### src/rtl/io_qual_pkg.sv
package io_qual_pkg;

    localparam int ADDR_W = 8;
    localparam int OFF_W  = 6;

    typedef struct packed {
        logic              exp_cs_n;
        logic              per_cs_n;
        logic              ior_n;
        logic              iow_n;
        logic [OFF_W-1:0]  off;
        logic              ack;
    } dec_state_t;

    localparam dec_state_t DEC_IDLE = '{
        exp_cs_n: 1'b1,
        per_cs_n: 1'b1,
        ior_n:    1'b1,
        iow_n:    1'b1,
        off:      '0,
        ack:      1'b0
    };

endpackage

### src/rtl/io_window_match.sv
module io_window_match #(
    parameter int                AW = 8,
    parameter logic [AW-1:0]     LO = '0,
    parameter logic [AW-1:0]     HI = '1
) (
    input  logic [AW-1:0] addr,
    output logic          hit
);
    // Inclusive address window.
    always_comb begin
        hit = (addr >= LO) && (addr <= HI);
    end
endmodule

### src/rtl/io_ack_interlock.sv
module io_ack_interlock (
    input  logic iorq_n,
    input  logic m1_n,
    input  logic ack_q,
    output logic ack_d,
    output logic io_ok
);
    // An acknowledge (IO request together with opcode fetch) sets the
    // latch. The latch stays set until IO request is released.
    always_comb begin
        ack_d = !iorq_n && (!m1_n || ack_q);
        io_ok = !iorq_n && m1_n && !ack_q;
    end
endmodule

### src/rtl/io_strobe_qual.sv
module io_strobe_qual (
    input  logic sel,
    input  logic e_clk,
    input  logic rd_n,
    input  logic wr_n,
    output logic rd_go,
    output logic wr_go
);
    // Strobes only inside the settled part of the bus cycle, and never
    // when both data strobes claim the bus together.
    always_comb begin
        rd_go = sel && e_clk && !rd_n && wr_n;
        wr_go = sel && e_clk && !wr_n && rd_n;
    end
endmodule

### src/rtl/io_qual_decoder.sv
module io_qual_decoder
    import io_qual_pkg::*;
#(
    parameter int                 N_EXP  = 2,
    parameter logic [ADDR_W-1:0]  EXP_LO [N_EXP] = '{8'h40, 8'hC0},
    parameter logic [ADDR_W-1:0]  EXP_HI [N_EXP] = '{8'h7F, 8'hD7},
    parameter logic [ADDR_W-1:0]  PER_LO = 8'h80,
    parameter logic [ADDR_W-1:0]  PER_HI = 8'hBF
) (
    input  logic              clk,
    input  logic              rst_n,
    input  logic [ADDR_W-1:0] addr,
    input  logic              iorq_n,
    input  logic              m1_n,
    input  logic              rd_n,
    input  logic              wr_n,
    input  logic              e_clk,
    output logic              exp_cs_n,
    output logic              per_cs_n,
    output logic              per_ior_n,
    output logic              per_iow_n,
    output logic [OFF_W-1:0]  per_off
);

    dec_state_t state_d, state_q;

    logic [N_EXP-1:0] exp_hits;
    logic             exp_hit;
    logic             per_hit;
    logic             ack_d;
    logic             io_ok;
    logic             rd_go;
    logic             wr_go;

    // Expansion windows: one comparator per window.
    for (genvar gi = 0; gi < N_EXP; gi++) begin : g_exp_win
        io_window_match #(
            .AW (ADDR_W),
            .LO (EXP_LO[gi]),
            .HI (EXP_HI[gi])
        ) u_win (
            .addr (addr),
            .hit  (exp_hits[gi])
        );
    end

    io_window_match #(
        .AW (ADDR_W),
        .LO (PER_LO),
        .HI (PER_HI)
    ) u_per_win (
        .addr (addr),
        .hit  (per_hit)
    );

    io_ack_interlock u_lock (
        .iorq_n (iorq_n),
        .m1_n   (m1_n),
        .ack_q  (state_q.ack),
        .ack_d  (ack_d),
        .io_ok  (io_ok)
    );

    io_strobe_qual u_strb (
        .sel    (io_ok && per_hit),
        .e_clk  (e_clk),
        .rd_n   (rd_n),
        .wr_n   (wr_n),
        .rd_go  (rd_go),
        .wr_go  (wr_go)
    );

    always_comb begin
        exp_hit = |exp_hits;

        state_d          = DEC_IDLE;
        state_d.ack      = ack_d;
        state_d.exp_cs_n = !(io_ok && exp_hit);
        state_d.per_cs_n = !(io_ok && per_hit);
        state_d.ior_n    = !rd_go;
        state_d.iow_n    = !wr_go;
        if (io_ok && per_hit) begin
            state_d.off = addr[OFF_W-1:0];
        end
    end

    always_ff @(posedge clk) begin
        if (!rst_n) begin
            state_q <= DEC_IDLE;
        end else begin
            state_q <= state_d;
        end
    end

    assign exp_cs_n  = state_q.exp_cs_n;
    assign per_cs_n  = state_q.per_cs_n;
    assign per_ior_n = state_q.ior_n;
    assign per_iow_n = state_q.iow_n;
    assign per_off   = state_q.off;

endmodule

### config.mk
export PLATFORM = sky130hd
export DESIGN_NAME = io_qual_decoder
export DESIGN_NICKNAME = d
export VERILOG_FILES = /design/src/rtl/io_qual_pkg.sv /design/src/rtl/io_window_match.sv /design/src/rtl/io_ack_interlock.sv /design/src/rtl/io_strobe_qual.sv /design/src/rtl/io_qual_decoder.sv
export SDC_FILE = /design/constraint.sdc
export NUM_CORES = 1
export LEC_CHECK = 0
export ABC_AREA = 0
export BUFFER_PORTS_ARGS = -buffer_cell sky130_fd_sc_hd__buf_2
export CAP_MARGIN = 20
export CORE_AREA = 2 2 39 41
export CTS_CLUSTER_SIZE = 30
export DETAILED_ROUTE_END_ITERATION = 8
export DIE_AREA = 0 0 41 43
export PLACE_DENSITY = 0.62
export SLEW_MARGIN = 30
export SYNTH_ARGS = -nofsm -noshare
export SYNTH_HDL_FRONTEND = slang
export SYNTH_SLANG_ARGS = --single-unit
export TNS_END_PERCENT = 10
### constraint.sdc
create_clock -name clk -period 1.75 [get_ports clk]
set_input_delay 0.0875 -clock clk [delete_from_list [all_inputs] [get_ports clk]]
set_output_delay 0.0875 -clock clk [all_outputs]
set_load 0.01 [all_outputs]
## Word-level counts from Yosys, hierarchy flattened

Index checks and enable logic that the tools add are counted.

- Output and inout port bits: 10
- Flip-flop bits (word level): 11
- Bits of input ports: 15
- Word-level logic and storage cells: 37

- Order comparisons: 6
- Reductions and logical operators: 25

Operators by type and width:

| kind | number |
|---|---|
| >= comparator 8 bit (second input constant) | 2 |
| less-or-equal comparator 8 bit (second input constant) | 2 |
| logical AND 1 bit | 13 |
| logical NOT 1 bit | 9 |
| >= comparator 8 x 7 -> 1 bit (second input constant) | 1 |
| less-or-equal comparator 8 x 7 -> 1 bit (second input constant) | 1 |
| AND reduction 2 bit | 1 |
| OR reduction 2 bit | 1 |
| logical OR 1 bit | 1 |

## Longest topological paths before layout

Gate-level depths: netlist (run 1).

- Depth in word-level cells: 8
- Gate-level depth with buffers: 3
- Depth with buffers taken out: 2

## Cells and area by module

Synthesis (run 1) repeated with hierarchy kept, for this count alone.

- Cells, all modules: 39
- Area, all modules: 451.7 um^2

Modules (own cells, without submodules):

| module | times used | area each (um^2) | sequential area each (um^2) | cells an instance |
|---|---|---|---|---|
| io_qual_decoder | 1 | 362.8 | 220.2 | 30 |
| io_window_match at g_exp_win[0].u_win ... | 2 | 13.8 | 0.0 | 1 |
| io_ack_interlock | 1 | 25.0 | 0.0 | 3 |
| io_strobe_qual | 1 | 20.0 | 0.0 | 2 |
| io_window_match at g_exp_win[1].u_win | 1 | 16.3 | 0.0 | 2 |

## Least setup slack after synthesis (run 1)

Ideal clock, no wire load.

- Path kind: register -> register
- Start point: register state_q[0] (netlist bit)
- End point: register state_q (netlist bit per_ior_n)
- Required time: 1.615 ns
- Arrival time: 1.096 ns
- Path slack: 0.520 ns
- Period minus slack after synthesis: 1.230 ns
- Stages on the path, launching flop included: 4
- Buffers on the path: 1
- Setup time: 0.135 ns
- Path through: dfxtp_1 nand4bb_1 buf_6 or4_4

- Longest elaborated chain between the ends: 7

Ends and longest elaborated chain:

| what | RTL line | text |
|---|---|---|
| from (decl) | io_qual_decoder.sv:25 | `dec_state_t state_d, state_q;` |
| from (signal assigned) | io_qual_decoder.sv:91 | `state_q <= state_d;` |
| logical NOT 1 bit | io_ack_interlock.sv:12 | `io_ok = !iorq_n && m1_n && !ack_q;` |
| logical AND 1 bit | io_ack_interlock.sv:12 |  |
| logical AND 1 bit | io_qual_decoder.sv:65 | `.sel (io_ok && per_hit),` |
| logical AND 1 bit (3 in series) | io_strobe_qual.sv:12 | `rd_go = sel && e_clk && !rd_n && wr_n;` |
| logical NOT 1 bit | io_qual_decoder.sv:80 | `state_d.ior_n = !rd_go;` |

Every way passes these cells.
A chain may end at the register's enable or synchronous reset.

## Final worst setup path (run 1)

- Start point: input iorq_n
- End point: register state_q (netlist bit per_ior_n)

- Longest elaborated chain between the ends: 8

Ends and longest elaborated chain:

| what | RTL line | text |
|---|---|---|
| from (decl) | io_qual_decoder.sv:13 | `input logic iorq_n,` |
| logical NOT 1 bit | io_ack_interlock.sv:12 |  |
| logical AND 1 bit (2 in series) | io_ack_interlock.sv:12 |  |
| logical AND 1 bit | io_qual_decoder.sv:65 |  |
| logical AND 1 bit (3 in series) | io_strobe_qual.sv:12 |  |
| logical NOT 1 bit | io_qual_decoder.sv:80 |  |

Every way passes these cells.

==> run metrics, run 1 <==
run status=completed; remaining antenna violation count after routing=0; Switch Pwr=95.6 µW; Worst-Skew Late Latency=0.26 ns; max cap viols=0; TritonCTS clock tree=built; Comb pwr share=8.9%; sequential share of the synthesized area=58.1%; sw frac=20.8%; Seq pwr share=55.3%; initial DRC count=2; pin count of the biggest net entering global routing=10; Die Span Y=43 µm; Vias per Instance=4.16; Slew Limit Fails=0; port bufs=24; Leak Pwr=0.000276 µW; Synth top area share=58.1%; cts bufs inserted=3; mapped cell area=379 µm²; Hold Worst Slack=0.0459 ns; setup bufs post-CTS=0; core box area=1380 µm²; vias in the first global route=284; leading area contributor after synthesis=dfxtp_1; post-detailed-route wirelength per cell=8.30 µm; Die W=41 µm; total I/O pin count=25; GR peak layer=met2; worst setup path class=in -> reg; commonest non-fill, non-tap cell in the layout=buf_2; Syn. warnings=0; CTS-repair resized insts=0; met3 Usage GRT=4.71%; Nets=81; normalized max-slew margin=78.5%; largest cells by area after synthesis=dfxtp_1, nor3_1, inv_1; FF+latch count, synth=11; Hold Crit Class=in -> reg; first-pass GRT wire length=1020 µm; Synth Instances=37; DRC=0; vias=337; Core Rows=14; Setup crit end kind=flop; Clock Power Share=35.8%; global route overflow=0; Int Power=364 µW; Tcrit/Tclk final=76.3%; arrival time at the worst endpoint=1.47 ns; RSZ-0062 raised after global routing=no; area grow syn2layout=44.6%; Num Clock Sinks=11; H-tree level count=1; most frequent cells in the layout=buf_2, dfxtp_1, inv_1, nor3_1, clkbuf_4; Final Routed Wirelength=672 µm; synthesized area per cell=10.2 µm²; initial antenna violation count=0; R2R Setup Slk=0.58 ns; clock skew=0.00504 ns; worst vdd ir=0.249 mV; met1 usage=8.36%; maximum clock path buffer count=2; root buf cell=clkbuf_4; CP Data Required Time=1.88 ns; unique cell type count in the Yosys netlist=14; Final min period=1.34 ns; GRT Total Usage=8.94%; CP startpoint kind=input port; effective utilization at floorplan=27.4%; DIE AREA=1760 µm²; Clock transition at path regs=0.07 ns; Pwr Density=839 nW/µm²; crit-path max FO=3; setup_tns=0 ns; syn_nets=52; Detailed Routing Iterations Pass 1=3; final hold vios=0; worst-margin pin slew=0.323 ns; met2 Track Usage GR=14.1%; share of cells above drive strength 1=50.8%; Final Wtd Congestion=0.523; final setup violation count=0; Max Freq=0.749 GHz; number of diodes=0; hold_buf cts=1
## worst max-delay path: stages
cell and delay, ns:
dlygate4sd3_1 0.52, buf_2 0.12, nand4bb_1 0.21, or4_4 0.52
## stage by stage
stage	area [µm²]	power [µW]	utilization [%]	std cells	setup slack, ns
after CTS	548	469	39.6	81	0.420
after floorplan	379	279	-	37	0.520
after global placement	512	300	37.0	76	0.598
final	548	460	39.6	81	0.415
after global routing	548	488	39.6	81	0.386
after detailed placement	512	300	37.0	76	0.578
## state kept, by name (all words and copies together), names as in the netlist
signal	cells
state_q	1
per_cs_n	1
per_off	6
exp_cs_n	1
per_iow_n	1
per_ior_n	1
## cell families after synthesis
| kind of cell | after synthesis | share of synthesized area, % |
|---|---|---|
| AO/OA/AOI/OAI | 2 | 4.62 |
| buffers and inverters | 9 | 10.9 |
| AND/OR/NAND/NOR | 15 | 26.4 |
| flip-flops | 11 | 58.1 |
## final timing paths
check             start          to  cells after the start
max              iorq_n   per_ior_n                      4
max reg2reg  state_q[0]   per_ior_n                      2
min             addr[2]  per_off[2]                      3
min reg2reg  state_q[0]  state_q[0]                      2
## cell usage after synthesis
| cell type | instances |
|---|---|
| a211o_2 | 1 |
| a21o_1 | 1 |
| and2b_2 | 1 |
| buf_6 | 1 |
| clkbuf_1 | 1 |
| dfxtp_1 | 11 |
| inv_1 | 7 |
| nand2_1 | 2 |
| nand2b_1 | 1 |
| nand4bb_1 | 1 |
| nor3_1 | 6 |
| nor3b_1 | 1 |
| or2_2 | 1 |
| or4_4 | 2 |
## power groups by stage
stage               clock network, µW  registers (µW)  logic (µW)
finish                            165             254        40.7
global route                      187             255        46.3
CTS                               173             254        41.5
detailed placement                  0             260        39.6
global placement                    0             260        39.5
floorplan                           0             261        17.4
## cell type report
| class | count | area, µm² |
|---|---|---|
| fill | 146 | 836 |
| sequential | 11 | 220 |
| timing repair buffer | 26 | 138 |
| multi-input combinational | 17 | 118 |
| clock buffer | 4 | 26.3 |
| inverter | 7 | 26.3 |
| tap | 16 | 20.0 |
## per-layer routing
metal	wire, µm	vias up
li1	-	173
met1	266	149
met2	341	15
met3	64	0
met4	0	0
met5	0	-
Note: power is estimated with default switching activity, not from simulation.
==> inputs of run 2 (changes only) <==
--- a/config.mk
+++ b/config.mk
@@ -12,7 +12,7 @@
 export CTS_CLUSTER_SIZE = 30
 export DETAILED_ROUTE_END_ITERATION = 8
 export DIE_AREA = 0 0 41 43
-export PLACE_DENSITY = 0.62
+export PLACE_DENSITY = 0.64
 export SLEW_MARGIN = 30
 export SYNTH_ARGS = -nofsm -noshare
 export SYNTH_HDL_FRONTEND = slang
==> constraint.sdc (replaced) <==
create_clock -name clk -period 1.2 [get_ports clk]
set_input_delay 0.06 -clock clk [delete_from_list [all_inputs] [get_ports clk]]
set_output_delay 0.06 -clock clk [all_outputs]
set_load 0.01 [all_outputs]
==> run metrics, run 2 (synthesized netlist as in run 1, its figures left out) <==
run status=completed; setup_tns=0 ns (unchanged); Slew Limit Fails=0 (unchanged); Final Wtd Congestion=0.523 (about the same); vias in the first global route=284 (unchanged); effective utilization at floorplan=27.4% (unchanged); worst-margin pin slew=0.143 ns (-0.179 ns); maximum clock path buffer count=2 (unchanged); Largest stage delay, worst path=0.52 ns (about the same); pin count of the biggest net entering global routing=9 (-1); Detailed Routing Iterations Pass 1=4 (+1); post-place setup slack=0.0438 ns (-0.535 ns); Final Routed Wirelength=694 µm (+3.3%); H-tree level count=1 (unchanged); final hold vios=0 (unchanged); core box area=1380 µm² (unchanged); Die W=41 µm (unchanged); setup bufs post-CTS=0 (unchanged); Comb pwr share=9.3% (+0.4 points); Worst-Skew Late Latency=0.26 ns (about the same); Die Span Y=43 µm (unchanged); Nets=82 (+1.2%); share of cells above drive strength 1=51.5% (+0.75 points); slowest stage cell, crit path=or4_4; Clock Power Share=35.3% (-0.5 points); global route overflow=0 (unchanged); fin cells=82 (+1.2%); root buf cell=clkbuf_4; Pwr Density=1210 nW/µm² (+44%); Clock transition at path regs=0.06 ns (about the same); number of diodes=0 (unchanged); Hold Crit Class=in -> reg; DRC=0 (unchanged); arrival time at the worst endpoint=1.29 ns (-0.18 ns); worst vdd ir=0.335 mV (+35%); CP startpoint kind=flop; Setup crit end kind=flop; Leak Pwr=0.000280 µW (+1.5%); total I/O pin count=25 (unchanged); sw frac=20.4% (-0.44 points); crit-path max FO=3 (unchanged); crit-path leading delay family=simple AND/OR/NAND/NOR gates; commonest non-fill, non-tap cell in the layout=buf_2; Core Rows=14 (unchanged); RSZ-0062 raised after global routing=no; TritonCTS clock tree=built; final setup violation count=0 (unchanged); Max Freq=0.862 GHz; port bufs=24 (unchanged); CTS-repair resized insts=0 (unchanged); worst setup path class=reg -> reg; area grow syn2layout=46.5%; Final WS setup=0.0396 ns (-0.375 ns); max FFs per register=6 (unchanged); Vias per Instance=4.18 (+0.54%); filler cell count in the final layout=149 (+2.1%); max cap viols=0 (unchanged); normalized max-slew margin=90.4% (+12 points); DIE AREA=1760 µm² (unchanged); remaining antenna violation count after routing=0 (unchanged); hpwl dp=570 µm; placed cell area=519 µm² (+1.5%); Final Cell Area=556 µm² (+1.4%); CP Data Required Time=1.33 ns (-0.55 ns); vias=343 (+1.8%); cts bufs inserted=3 (unchanged); Switch Pwr=136 µW (+43%); Hold Worst Slack=0.0160 ns (-0.0299 ns); most frequent cells in the layout=buf_2, dfxtp_1, inv_1, nor3_1, clkbuf_4; Buf/Inv on CP=0 (-2); Inst Count DP=77 (+1.3%); post-detailed-route wirelength per cell=8.46 µm (+2.0%); Int Power=533 µW (+46%); first-pass GRT wire length=1020 µm (unchanged); initial antenna violation count=0 (unchanged); Final min period=1.16 ns; Num Clock Sinks=11 (unchanged); GRT Total Usage=9.05% (+0.12 points); initial DRC count=2 (unchanged); Tcrit/Tclk final=96.7%; Seq pwr share=55.4% (about the same); clock skew=0.00471 ns (-0.000332 ns); crit-path cells=nand4bb_1 -> or4_4
[run 2: cell types whose count changed in the layout (fill, tap and decap cells not counted)]
cell | before | now
buf_4 | 1 | 2
[run 2: through the flow]
step	power, µW	utilization (%)
after floorplan	407	-
after global placement	439	37.5
after detailed placement	440	37.5
after CTS	685	40.1
after global routing	717	40.1
final	670	40.1
[run 2: power by group through the flow]
stage          clock network (µW)  logic (µW)  registers [µW]
2_1_floorplan                   0        25.3             381
3_3_place_gp                    0        59.8             379
3_5_place_dp                    0        61.0             379
4_1_cts                       250        63.6             371
5_1_grt                       276        69.5             371
6_report                      236        62.3             371
[run 2: area by class of cell]
type / count / area, µm² / area share, %
tap: 16 / 20.0 / 3.60
multi-input combinational: 17 / 118 / 21.2
sequential: 11 / 220 / 39.6
clock buffer: 4 / 26.3 / 4.73
timing repair buffer: 27 / 145 / 26.1
inverter: 7 / 26.3 / 4.73
[run 2: path summary, 6_finish.rpt]
check / from / to / slack [ns] / cells after the start
max: state_q[0] / per_ior_n / 0.04 / 2
min: addr[1] / per_off[1] / 0.02 / 3
max reg2reg: state_q[0] / per_ior_n / 0.04 / 2
min reg2reg: state_q[0] / state_q[0] / 0.58 / 2
[run 2: metal layers]
metal,track usage [%],vias to the layer above,part of all wire (%)
li1,-,176,-
met1,8.09,150,38
met2,13.8,17,49
met3,4.71,0,13
met4,8.00,0,0
met5,0,-,0
[run 2: worst reg2reg max path, cell delays in order (launching register included)]
cell       delay [ns]
dfxtp_1          0.30
nand4bb_1        0.21
or4_4            0.52
[run 2: timing repair]
| item | CTS | global route |
|---|---|---|
| hold buffers | 1 | 0 |
| setup endpoints to repair | 0 | 0 |
| hold endpoints to repair | 1 | 0 |
==> inputs of run 3 (changes only) <==
--- a/config.mk
+++ b/config.mk
@@ -6,7 +6,7 @@
 export NUM_CORES = 1
 export LEC_CHECK = 0
 export ABC_AREA = 0
-export BUFFER_PORTS_ARGS = -buffer_cell sky130_fd_sc_hd__buf_2
+export BUFFER_PORTS_ARGS = -buffer_cell sky130_fd_sc_hd__clkbuf_2
 export CAP_MARGIN = 20
 export CORE_AREA = 2 2 39 41
 export CTS_CLUSTER_SIZE = 30
==> run metrics, run 3 (synthesized netlist as in run 1, its figures left out) <==
port bufs=24 (unchanged); root buf cell=clkbuf_4; Hold Crit Class=in -> reg; GRT Total Usage=8.56% (-0.49 points); commonest non-fill, non-tap cell in the layout=clkbuf_2; Worst-Skew Late Latency=0.26 ns (about the same); worst setup path class=reg -> reg; maximum clock path buffer count=2 (unchanged); Core Util, Final=43.5% (+3.3 points); max cap viols=0 (unchanged); clock skew=0.00289 ns (-0.00182 ns); arrival time at the worst endpoint=1.28 ns (about the same); first-pass GRT wire length=979 µm (-4.1%); crit-path cells=nand4bb_4 -> or4_4; worst vdd ir=0.310 mV (-7.7%); Clock Power Share=34.7% (-0.6 points); post-detailed-route wirelength per cell=8.64 µm (+2.0%); Comb pwr share=11.0% (+1.7 points); number of diodes=0 (unchanged); DIE AREA=1760 µm² (unchanged); Int Power=543 µW (+1.8%); Vias per Instance=4.09 (-2.1%); Largest stage delay, worst path=0.51 ns (about the same); Switch Pwr=141 µW (+3.7%); RSZ-0062 raised after global routing=no; final hold vios=0 (unchanged); Num Clock Sinks=11 (unchanged); Die Span Y=43 µm (unchanged); Pwr Total=684 µW (+2.2%); slowest stage cell, crit path=or4_4; Final Wtd Congestion=0.525 (+0.34%); initial DRC count=1 (-1); initial antenna violation count=0 (unchanged); CP startpoint kind=flop; sw frac=20.7% (+0.30 points); final setup violation count=0 (unchanged); most frequent cells in the layout=clkbuf_2, dfxtp_1, inv_1, nor3_1, dlygate4sd3_1; remaining antenna violation count after routing=0 (unchanged); global route overflow=0 (unchanged); max FFs per register=6 (unchanged); Core Rows=14 (unchanged); vias=348 (+1.5%); Die W=41 µm (unchanged); effective utilization at floorplan=27.4% (unchanged); DRC=0 (unchanged); Max Freq=0.874 GHz (+1.4%); total I/O pin count=25 (unchanged); Setup crit end kind=flop; Tcrit/Tclk final=95.4% (-1.3 points); hpwl dp=551 µm (-3.4%); cts bufs inserted=3 (unchanged); core box area=1380 µm² (unchanged); Slew Limit Fails=0 (unchanged); setup_tns=0 ns (unchanged); crit-path max FO=3 (unchanged); Leak Pwr=0.000298 µW (+6.3%); Nets=85 (+3.7%); run status=completed; area grow syn2layout=58.7%; vias in the first global route=270 (-4.9%); worst-margin pin slew=0.145 ns (+0.00168 ns); normalized max-slew margin=90.3% (-0.11 points); Detailed Routing Iterations Pass 1=2 (-2); pin count of the biggest net entering global routing=9 (unchanged); Final min period=1.14 ns (-0.0160 ns); Final Routed Wirelength=734 µm (+5.8%); Clock transition at path regs=0.07 ns (about the same); H-tree level count=1 (unchanged); Seq pwr share=54.3% (-1.1 points); share of cells above drive strength 1=50.7% (-0.79 points); TritonCTS clock tree=built; CP Data Required Time=1.33 ns (about the same); Pwr Density=1140 nW/µm² (-5.7%)
-- run 3: cell type report --
type	count	area, µm²
clock buffers	4	26.3
fillers	144	782
inverters	7	26.3
multi-input cells	17	134
flip-flops and latches	11	220
well taps	16	20.0
repair buffers	30	175
-- run 3: path summary, 6_finish.rpt --
path	to	slack, ns	cells past startpoint	start
hold / removal	per_off[3]	0.02	3	addr[3]
setup reg to reg	per_iow_n	0.06	2	state_q[0]
hold reg to reg	state_q[0]	0.60	2	state_q[0]
setup / recovery	per_iow_n	0.06	2	state_q[0]
-- run 3: what timing repair did --
| item | in CTS | in global routing |
|---|---|---|
| resized for setup | 0 | 1 |
| setup endpoints to repair | 0 | 2 |
| hold buffers | 4 | 0 |
| buffers inserted | 0 | 0 |
| hold endpoints to repair | 4 | 0 |
-- run 3: per-stage QoR --
stage                     std cells  setup slack, ns  cell area [µm²]  hold slack [ns]
after floorplan                  37          -0.0186              379            0.135
after global placement           77           0.0580              519            0.238
after detailed placement         77           0.0339              519            0.243
after CTS                        85           0.0195              586          0.00956
after global routing             85           0.0226              602          0.00698
final                            85           0.0556              602           0.0158
-- run 3: power by group through the flow --
| stage | combinational (µW) | clock (µW) | sequential [µW] |
|---|---|---|---|
| after floorplan | 25.3 | 0 | 381 |
| after global placement | 59.8 | 0 | 379 |
| after detailed placement | 60.0 | 0 | 380 |
| after CTS | 70.5 | 249 | 371 |
| after global routing | 82.9 | 274 | 372 |
| final | 75.4 | 237 | 372 |
-- run 3: metal layers --
| metal | wire, µm | track usage, % |
|---|---|---|
| met1 | 283 | 8.77 |
| met2 | 353 | 12.5 |
| met3 | 87 | 3.14 |
| met4 | 10 | 8.00 |
| met5 | 0 | 0 |
-- run 3: worst max-delay path, delay by kind of cell, from the launching register on --
kind	cells	cell delay, ns
DFF	1	0.32
and+or+nand+nor	2	0.71
